`config.mk`:
```
export PLATFORM = sky130hd
export DESIGN_NAME = lin_field_rx
export DESIGN_NICKNAME = d
export VERILOG_FILES = /design/src/rtl/lin_field_rx.sv
export SDC_FILE = /design/constraint.sdc
export NUM_CORES = 1
export LEC_CHECK = 0
export ABC_AREA = 1
export CAP_MARGIN = 20
export CORE_MARGIN = 4
export CORE_UTILIZATION = 51
export CTS_CLUSTER_SIZE = 14
export DETAILED_ROUTE_END_ITERATION = 12
export PLACE_DENSITY = 0.73
export SYNTH_ARGS = -nofsm -noshare
export SYNTH_HDL_FRONTEND = slang
export SYNTH_SLANG_ARGS = --single-unit
export TNS_END_PERCENT = 20
```
`constraint.sdc`:
```
create_clock -name clk -period 1.9 [get_ports clk]
set_clock_uncertainty 0.15 [all_clocks]
set_input_delay 0.38 -clock clk [delete_from_list [all_inputs] [get_ports clk]]
set_output_delay 0.38 -clock clk [all_outputs]
set_load 0.05 [all_outputs]
```
`src/rtl/lin_field_rx.sv`:
```
module lin_field_rx #(
  parameter int BAUD_W = 16
) (
  input  logic              clk,
  input  logic              rst_n,
  input  logic              rxd,
  input  logic              sync_stb,
  input  logic [BAUD_W-1:0] sync_baud,
  input  logic              stop_stb,
  input  logic              rd_ack,
  input  logic              ovf_clr,
  input  logic              sync_clr,
  output logic              rx_en,
  output logic              rx_act,
  output logic [7:0]        rx_data,
  output logic              rx_full,
  output logic              rx_ovf,
  output logic              sync_flag
);
  localparam int          IDX_W    = 4;
  localparam logic [IDX_W-1:0] LAST_DATA = IDX_W'(8);
  localparam logic [IDX_W-1:0] STOP_IDX  = IDX_W'(9);

  logic [2:0]        line_sr;
  logic [BAUD_W-1:0] baud_q;
  logic [BAUD_W-1:0] tmr;
  logic [IDX_W-1:0]  idx;
  logic [7:0]        shreg;

  wire smp  = line_sr[1];
  wire fall = line_sr[2] & ~line_sr[1];
  wire tick = (tmr == '0);

  always_ff @(posedge clk or negedge rst_n)
    if (!rst_n) line_sr <= 3'b111;
    else        line_sr <= {line_sr[1:0], rxd};

  always_ff @(posedge clk or negedge rst_n) begin
    if (!rst_n) begin
      baud_q    <= '0;
      tmr       <= '0;
      idx       <= '0;
      shreg     <= '0;
      rx_en     <= 1'b0;
      rx_act    <= 1'b0;
      rx_data   <= '0;
      rx_full   <= 1'b0;
      rx_ovf    <= 1'b0;
      sync_flag <= 1'b0;
    end else begin
      if (rd_ack)   rx_full   <= 1'b0;
      if (ovf_clr)  rx_ovf    <= 1'b0;
      if (sync_clr) sync_flag <= 1'b0;

      if (sync_stb) begin
        baud_q    <= sync_baud;
        rx_en     <= 1'b1;
        rx_act    <= 1'b0;
        sync_flag <= 1'b1;
      end else if (rx_act) begin
        if (!tick) begin
          tmr <= tmr - 1'b1;
        end else begin
          tmr <= baud_q;
          idx <= idx + 1'b1;
          if (idx != '0 && idx <= LAST_DATA)
            shreg <= {smp, shreg[7:1]};
          if (idx == STOP_IDX) begin
            rx_act <= 1'b0;
            if (!smp)         rx_en  <= 1'b0;
            else if (rx_full) rx_ovf <= 1'b1;
            else begin
              rx_data <= shreg;
              rx_full <= 1'b1;
            end
          end
        end
      end else if (rx_en && fall) begin
        rx_act <= 1'b1;
        tmr    <= baud_q >> 1;
        idx    <= '0;
      end

      if (stop_stb) begin
        rx_en  <= 1'b0;
        rx_act <= 1'b0;
      end
    end
  end
endmodule

```
## Yosys cells after proc, flatten, opt, wreduce, memory -nomap -nowiden

Cells that the tools add are included.

- Bits in registers: 60
- Logic and storage cells: 69
- Output and inout bits: 13
- Bits of input ports: 24

- Magnitude comparators: 1
- Multiplexer cells: 34
- Equal/unequal tests: 3
- Bitwise operators: 4
- Add/subtract/negate cells: 2
- Reduce and logical (&&, ||, !) cells: 14

Operators with widths:

| operator | number |
|---|---|
| two-way mux 16 bit | 3 |
| two-way mux 1 bit | 28 |
| logical NOT 16 bit | 1 |
| subtractor 16 x 1 -> 16 bit (second input constant) | 1 |
| two-way mux 4 bit | 3 |
| nonzero test 3 bit | 3 |
| AND reduction 4 bit | 2 |
| AND reduction 6 bit | 1 |
| adder 4 x 1 -> 4 bit (second input constant) | 1 |
| == test 4 bit (second input constant) | 1 |
| less-or-equal comparator 4 bit (second input constant) | 1 |
| nonzero test 2 bit | 2 |
| nonzero test 4 bit | 1 |
| inequality test 3 bit (second input constant) | 1 |
| NOT 1 bit | 3 |
| AND reduction 3 bit | 1 |
| logical AND 1 bit | 2 |
| inequality test 2 x 1 -> 1 bit (second input constant) | 1 |
| AND reduction 2 bit | 1 |
| bitwise AND 1 bit | 1 |

## Longest topological paths before layout

Gate-level depths: netlist of run 1.

- Word-level depth: 7
- Gate-level depth with buffers: 12
- Depth with buffers taken out: 12

## Worst setup path before layout of run 1

Ideal clock, no wire load.

- Kind: register to register
- From: reg rx_act
- To: reg rx_data[4]
- Arrival: 1.539 ns
- Period minus slack after synthesis: 1.809 ns
- Stages on the path, launching flop included: 8
- Buffers on the path: 2
- Required time: 1.630 ns
- Path slack: 0.091 ns
- Setup time: 0.120 ns
- Cell sequence: dfrtp_1 > inv_2 > buf_6 > nor4_4 > nand2_2 > buf_6 > nand2_1 > o21ai_2

- Word-level cells in the longest chain between the ends: 1

RTL lines:

| element | line | RTL |
|---|---|---|
| start: declaration | 14 | `output logic rx_act,` |
| start signal: assignment | 45 | `rx_act <= 1'b0;` |
| start signal: assignment | 58 | `rx_act <= 1'b0;` |
| start signal: assignment | 69 | `rx_act <= 1'b0;` |
| AND reduction 6 bit (no line) | -- |  |
| end signal: assignment | 73 | `rx_data <= shreg;` |
| end: declaration | 15 | `output logic [7:0] rx_data,` |

Every way passes these cells.
A chain may end at the register's enable or synchronous reset.

## Worst setup path after layout of run 1

- From: reg tmr[1]
- To: reg rx_act

- Word-level cells in the longest chain between the ends: 5

RTL lines:

| element | line | RTL |
|---|---|---|
| start: declaration | 26 | `logic [BAUD_W-1:0] tmr;` |
| start signal: assignment | 62 | `tmr <= tmr - 1'b1;` |
| start signal: assignment | 64 | `tmr <= baud_q;` |
| start signal: assignment | 80 | `tmr <= baud_q >> 1;` |
| logical NOT 16 bit | 32 | `wire tick = (tmr == '0);` |
| two-way mux 1 bit | 61 | `if (!tick) begin` |
| two-way mux 1 bit | 60 | `end else if (rx_act) begin` |
| two-way mux 1 bit | 55 | `if (sync_stb) begin` |
| two-way mux 1 bit | 84 | `if (stop_stb) begin` |
| end signal: assignment | 58 |  |
| end signal: assignment | 69 |  |
| end signal: assignment | 86 | `rx_act <= 1'b0;` |

Every way passes these cells.

==> results.yml, run 1 <==
cells_and_area:
  register_area_mm2: 0.00151
  layout_net_count: 508
  diode_insertion_count_for_antenna_repair: 0
  drive_gt1_share_pct: 23.6
  syn_to_final_growth_pct: 25.4
  filler_instances: 516
  postLayoutCoreUtil_pct: 66.2
  multi_input_area_mm2: 0.00167
power:
  combinationalPowerShare_pct: 25.3
  p_switching_mw: 1.25
  sw_frac_of_total_pct: 34.5
  p_int_mw: 2.37
  clockPowerShare_pct: 30.4
  seqPwrFrac_pct: 44.4
  vdd_ir_drop_max_uv: 605
  power_per_cell_area_mw_per_mm2: 854
  total_leakage_power_nw: 2.07
timing:
  finalSetupViolCount: 0
  finalCritPeriodShare_pct: 96.7
  maxSlewHeadroom_pct: 78.2
  worstMarginPinSlew_ns: 0.326
  rsz0062_at_grt: "yes"
  final-max-slew-violation-count: 0
  fmaxAchievable_ghz: 0.544
  final_period_minus_worst_setup_slack_ns: 1.84
  timing.hold.ws_ns: 0.208
  finalHoldViolCount: 0
clock_tree:
  ctsRootBufferMaster: "sky130_fd_sc_hd__clkbuf_8"
  cts.reportedPaths.clkPinSlew_ns: 0.07
  cts_made_buffers: 9
  cts_num_sinks: 60
  cts_tree: "yes"
  clk-insertion-delay-late_ns: 0.34
  cts-root-to-sink-buffers: 2
  cts_max_level: 3
setup_path:
  critPathCaptureType: "flip-flop"
  reg_to_reg_critical_path_startpoint: "tmr[1]$_DFFE_PN0P_"
  critical_path.startpoint_type: "flip-flop"
  timing.critical_path.arrival_ns: 1.92
  critical_path_required_ns: 1.99
  worstSetupPathType: "reg -> reg"
  largest_delay_share_family_worst_path: "simple AND/OR/NAND/NOR gates"
  startpoint: "tmr[1]$_DFFE_PN0P_"
  worst_path_max_delay_cell: "sky130_fd_sc_hd__dfrtp_1"
  cells_along_the_critical_path: "inv_2 > ha_4 > inv_1 > nor2_2 > nand2_2 > nor2_8 > nand2_8 > clkinv_4 > nand4_1 > nand3_1 > inv_1"
  crit_buf_inv: 4
  worst-path-max-fanout: 7
  slowest_delay_ns: 0.40
  worst_path_most_repeated_cell: "sky130_fd_sc_hd__inv_1"
drt:
  drcViolationCount: 0
  first_pass_iters: 5
  detailroute.via_count: 2923
  routedWlPerCell_um: 14.0
  final_antenna_net_count: 0
  viasPerCell: 5.21
  drt-initial-drc-count: 164
  route.final.wire_length_mm: 7.84
yosys:
  yosysMostFrequentCell: "sky130_fd_sc_hd__nand2_1"
  post_synthesis_register_bit_count: 60
  synth-edff-count: 0
  yosys_warnings: 0
  synth.lib_cells_used.distinct: 31
  post_synth_most_frequent_cells: "sky130_fd_sc_hd__nand2_1 (125), sky130_fd_sc_hd__dfrtp_1 (57), sky130_fd_sc_hd__inv_1 (49)"
  synth_largest_area_cell: "sky130_fd_sc_hd__dfrtp_1"
  synth-seq-area-share_pct: 44.6
  synth_top_area_share_pct: 42.3
  post_synth.cell_area_avg_um2: 7.97
  syn-cell-area_mm2: 0.00337
  async_reset_ff_share_pct: 100
  syn-num-nets: 452
  post_synth_main_area_contributors: "sky130_fd_sc_hd__dfrtp_1 (42%), sky130_fd_sc_hd__nand2_1 (14%), sky130_fd_sc_hd__inv_1 (5.5%)"
  yosys_most_used_dff: "sky130_fd_sc_hd__dfrtp_1"
  synthesis.instances: 423
placed_design:
  gp_congestion: 0.884
  place.port_buffers: 36
  post-dp-hpwl_mm: 5.35
floorplanning:
  initial_core_utilization_pct: 52.8
  design.die.area_mm2: 0.00798
  dieWidth_um: 89.3
  rows: 29
  fp.dieH_um: 89.3
  io-pin-count: 37
  core_area_mm2: 0.00639
grt:
  overflow: 0
  via_count_of_the_first_global_routing_pass: 2739
  number_of_antenna_violations_at_the_first_check_in_global_routing: 0
  grt_start_max_net_pins: 61
  grt_pass1_wl_mm: 13.0
  gr-usage-all-layers_pct: 21.2
status:
  run_status: "finished clean"
min_path:
  min_path_type: "reg -> reg"
  hold_path.startpoint: "line_sr[0]$_DFF_PN1_"
run:
  max_cap_viol_count: 0
==> registers in the layout (all words and copies together), names as in the netlist <==
register,count
baud_q,16
idx,4
line_sr,3
rx_act,1
rx_data,8
rx_en,1
rx_full,1
rx_ovf,1
shreg,8
sync_flag,1
tmr,16
==> logic make-up after synthesis <==
group                      share of synthesized area, %
DFF                                                44.6
adders and majority gates                          1.85
and+or+nand+nor                                    30.6
xor gates and xnor gates                           1.04
buffers and inverters                              8.49
AOI/OAI and AO/OA                                  13.4
==> path summary, 6_finish.rpt <==
check | to | slack, ns | cells after the start
min in group asynchronous | tmr[2]$_DFFE_PN0P_ | 0.42 | 3
max in group asynchronous | line_sr[2]$_DFF_PN1_ | 0.87 | 3
min reg2reg | line_sr[1]$_DFF_PN1_ | 0.21 | 0
min | line_sr[1]$_DFF_PN1_ | 0.21 | 0
max reg2reg | rx_act$_DFF_PN0_ | 0.06 | 11
max | rx_act$_DFF_PN0_ | 0.06 | 11
==> power by group through the flow <==
stage                     sequential, mW  clock [mW]  combinational [mW]
after floorplan                     1.59           0               0.571
after global placement              1.61           0               0.828
after detailed placement            1.62           0               0.846
after CTS                           1.60        1.11               0.851
after global routing                1.62        1.18                1.02
final                               1.60        1.10               0.913
==> metrics by stage <==
stage / setup TNS, ns / cells / total power [mW] / area (um2) / setup slack [ns]
finish: 0 / 561 / 3.61 / 4230 / 0.0624
global route: -0.0935 / 561 / 3.82 / 4230 / -0.0449
CTS: 0 / 556 / 3.56 / 4090 / 0.000127
detailed placement: -2.73 / 539 / 2.46 / 3890 / -0.209
global placement: -1.67 / 539 / 2.44 / 3890 / -0.110
floorplan: 0 / 423 / 2.17 / 3370 / 0.0908
==> worst reg2reg max path, stage by stage (launching register included) <==
cell and delay, ns:
sky130_fd_sc_hd__dfrtp_1 0.40, sky130_fd_sc_hd__inv_2 0.09, sky130_fd_sc_hd__ha_4 0.16, sky130_fd_sc_hd__inv_1 0.05, sky130_fd_sc_hd__nor2_2 0.08, sky130_fd_sc_hd__nand2_2 0.09
sky130_fd_sc_hd__nor2_8 0.17, sky130_fd_sc_hd__nand2_8 0.11, sky130_fd_sc_hd__clkinv_4 0.10, sky130_fd_sc_hd__nand4_1 0.17, sky130_fd_sc_hd__nand3_1 0.13, sky130_fd_sc_hd__inv_1 0.04
==> final cells by class <==
| cell class | instances | area share, % |
|---|---|---|
| well taps | 77 | 2.28 |
| repair buffers | 57 | 13.5 |
| multi-input cells | 299 | 39.4 |
| clock buffers | 13 | 3.99 |
| clock inverters | 3 | 0.473 |
| inverters | 52 | 4.79 |
| flip-flops and latches | 60 | 35.6 |
==> metal layers <==
metal | vias to the layer above | track usage [%] | part of all wire [%]
met2 | 79 | 32.8 | 48
met4 | 0 | 8.93 | 2.0
li1 | 1461 | - | -
met3 | 18 | 4.06 | 3.6
met5 | - | 0 | 0
met1 | 1365 | 29.0 | 46
==> cell usage in the layout (no fill, tap or decap), drive strengths merged, types with 5 or more instances in the layout <==
master         count
o21ai             39
nand2            136
ha                 5
nand3             35
a21oi             27
dfrtp             57
clkdlybuf4s50     22
clkbuf            13
buf               34
inv               51
nor2              42
==> what timing repair did <==
item	4_1_cts	5_1_grt
endpoints found under the hold margin	57	0
gates resized for setup	0	22
hold buffers	1	0
buffers inserted	0	4
setup endpoints to repair	0	34
Power figures use the tool's default switching activity.
==> run 2, diff against run 1 <==
--- a/config.mk
+++ b/config.mk
@@ -11,6 +11,7 @@
 export CORE_UTILIZATION = 51
 export CTS_CLUSTER_SIZE = 14
 export DETAILED_ROUTE_END_ITERATION = 12
+export HOLD_SLACK_MARGIN = 0.06
 export PLACE_DENSITY = 0.73
 export SYNTH_ARGS = -nofsm -noshare
 export SYNTH_HDL_FRONTEND = slang
==> results of run 2 <==
No change in the layout: final DEF, timing and power equal those of run 1.
==> run 3, diff against run 2 <==
--- a/config.mk
+++ b/config.mk
@@ -11,7 +11,8 @@
 export CORE_UTILIZATION = 51
 export CTS_CLUSTER_SIZE = 14
 export DETAILED_ROUTE_END_ITERATION = 12
-export HOLD_SLACK_MARGIN = 0.06
+export GPL_TIMING_DRIVEN = 0
+export HOLD_SLACK_MARGIN = 0.08
 export PLACE_DENSITY = 0.73
 export SYNTH_ARGS = -nofsm -noshare
 export SYNTH_HDL_FRONTEND = slang
==> run 3 against run 2 <==
Against the previous run: wire length is 5.5% higher; critical path depth unchanged; highest routed layer unchanged; sequential power about the same; die area stayed put; total power rose by 2.4%; final cell count grew 0.53%.
==> results.yml, run 3 (synthesis gave the netlist of run 1 again) <==
drt:
  drcViolationCount: 0
  drt-initial-drc-count: 199
  viasPerCell: 5.30
  detailroute.via_count: 2991
  route.final.wire_length_mm: 8.27
  first_pass_iters: 7
  routedWlPerCell_um: 14.7
  final_antenna_net_count: 0
placed_design:
  post-dp-hpwl_mm: 5.86
  gp_congestion: 0.901
  placedCellCount: 537
  place.port_buffers: 36
cells_and_area:
  mostFrequentLayoutCells: "sky130_fd_sc_hd__nand2_1 (125), sky130_fd_sc_hd__dfrtp_1 (55), sky130_fd_sc_hd__inv_1 (46)"
  layout_commonest_cell: "sky130_fd_sc_hd__nand2_1"
  drive_gt1_share_pct: 20.9
  diode_insertion_count_for_antenna_repair: 0
  syn_to_final_growth_pct: 24.7
  postLayoutCoreUtil_pct: 65.9
  layout_net_count: 511
  final-instance-count-excl-fill: 564
  largest_registers: "baud_q: 16 flops, tmr: 16 flops"
clock_tree:
  ctsRootBufferMaster: "sky130_fd_sc_hd__clkbuf_8"
  cts_made_buffers: 9
  cts_tree: "yes"
  cts.reportedPaths.clkPinSlew_ns: 0.07
  cts-root-to-sink-buffers: 2
  clk-insertion-delay-late_ns: 0.35
  cts_max_level: 3
  cts_num_sinks: 60
timing:
  finalHoldViolCount: 0
  finalCritPeriodShare_pct: 97.6
  rsz0062_at_grt: "yes"
  maxSlewHeadroom_pct: 44.6
  timing.hold.ws_ns: 0.207
  final-max-slew-violation-count: 0
  finalSetupViolCount: 0
  fmaxAchievable_ghz: 0.539
  final_period_minus_worst_setup_slack_ns: 1.85
  worstMarginPinSlew_ns: 0.831
min_path:
  min_path_type: "reg -> reg"
setup_path:
  worstSetupPathType: "reg -> reg"
  critPathCaptureType: "flip-flop"
  critical_path.startpoint_type: "flip-flop"
  worst-path-max-fanout: 8
  critical_path_required_ns: 2.03
  timing.critical_path.arrival_ns: 1.98
power:
  power_per_cell_area_mw_per_mm2: 879
  overall_power_after_layout_mw: 3.70
  total_leakage_power_nw: 2.08
  vdd_ir_drop_max_uv: 651
floorplanning:
  rows: 29
  io-pin-count: 37
  dieWidth_um: 89.3
  design.die.area_mm2: 0.00798
  initial_core_utilization_pct: 52.8
  core_area_mm2: 0.00639
  fp.dieH_um: 89.3
grt:
  overflow: 0
  number_of_antenna_violations_at_the_first_check_in_global_routing: 0
  gr-usage-all-layers_pct: 22.5
  via_count_of_the_first_global_routing_pass: 2865
  grt_pass1_wl_mm: 13.8
  grt_start_max_net_pins: 37
run:
  max_cap_viol_count: 0
status:
  run_status: "finished clean"
## run 3: metrics by stage
stage	TNS (ns)	cell area, um2	setup WS (ns)
CTS	0	4060	0.0000977
global placement	-103.21	3830	-1.67
finish	0	4210	0.0463
global route	-0.236	4210	-0.0274
detailed placement	-6.30	3840	-0.283
floorplan	0	3370	0.0908
## run 3: worst max-delay path, cell delays in order (launching register included)
cell and delay, ns:
sky130_fd_sc_hd__dfrtp_1 0.40, sky130_fd_sc_hd__inv_2 0.12, sky130_fd_sc_hd__ha_4 0.16, sky130_fd_sc_hd__inv_1 0.05, sky130_fd_sc_hd__nor2_2 0.08, sky130_fd_sc_hd__nand2_2 0.09
sky130_fd_sc_hd__nor2_8 0.17, sky130_fd_sc_hd__nand2_8 0.10, sky130_fd_sc_hd__clkinv_4 0.09, sky130_fd_sc_hd__nand2_8 0.08, sky130_fd_sc_hd__clkbuf_16 0.18, sky130_fd_sc_hd__o21ai_2 0.10
## run 3: timing repair
action	4_1_cts	5_1_grt
gates cloned	0	2
hold buffers	1	0
resized for setup	18	23
setup endpoints to repair	37	34
hold endpoints to repair	32	0
pin swaps	1	3
setup buffers	0	8
## run 3: report_power, final
part / internal (mW) / leakage, nW / switching (mW)
logic: 0.358 / 1.22 / 0.536
clock network: 0.673 / 0.102 / 0.524
registers: 1.42 / 0.755 / 0.185
total: 2.46 / 2.08 / 1.24
## run 3: final timing paths
path / start / end / slack, ns / depth (start not counted)
setup / recovery: tmr[0]$_DFFE_PN0P_ / shreg[3]$_DFFE_PN0P_ / 0.05 / 11
hold / removal: line_sr[0]$_DFF_PN1_ / line_sr[1]$_DFF_PN1_ / 0.21 / 0
setup reg to reg: tmr[0]$_DFFE_PN0P_ / shreg[3]$_DFFE_PN0P_ / 0.05 / 11
hold reg to reg: line_sr[0]$_DFF_PN1_ / line_sr[1]$_DFF_PN1_ / 0.21 / 0
max in group asynchronous: rst_n / rx_data[4]$_DFFE_PN0P_ / 0.46 / 3
min in group asynchronous: rst_n / tmr[2]$_DFFE_PN0P_ / 0.52 / 2
## run 3: layer usage
| metal | track usage [%] | share of wire, % |
|---|---|---|
| met5 | 0 | 0 |
| met4 | 7.98 | 1.9 |
| met3 | 5.81 | 5.3 |
| met2 | 34.8 | 48 |
| met1 | 30.8 | 45 |
## run 3: cell type report
class | count | area [um2]
inverters | 52 | 203
clock buffers | 12 | 155
flip-flops and latches | 60 | 1510
repair buffers | 47 | 450
multi-input cells | 299 | 1650
clock inverters | 4 | 47.5
well taps | 77 | 96.3
fillers | 537 | 2180
plain buffers | 13 | 96.3
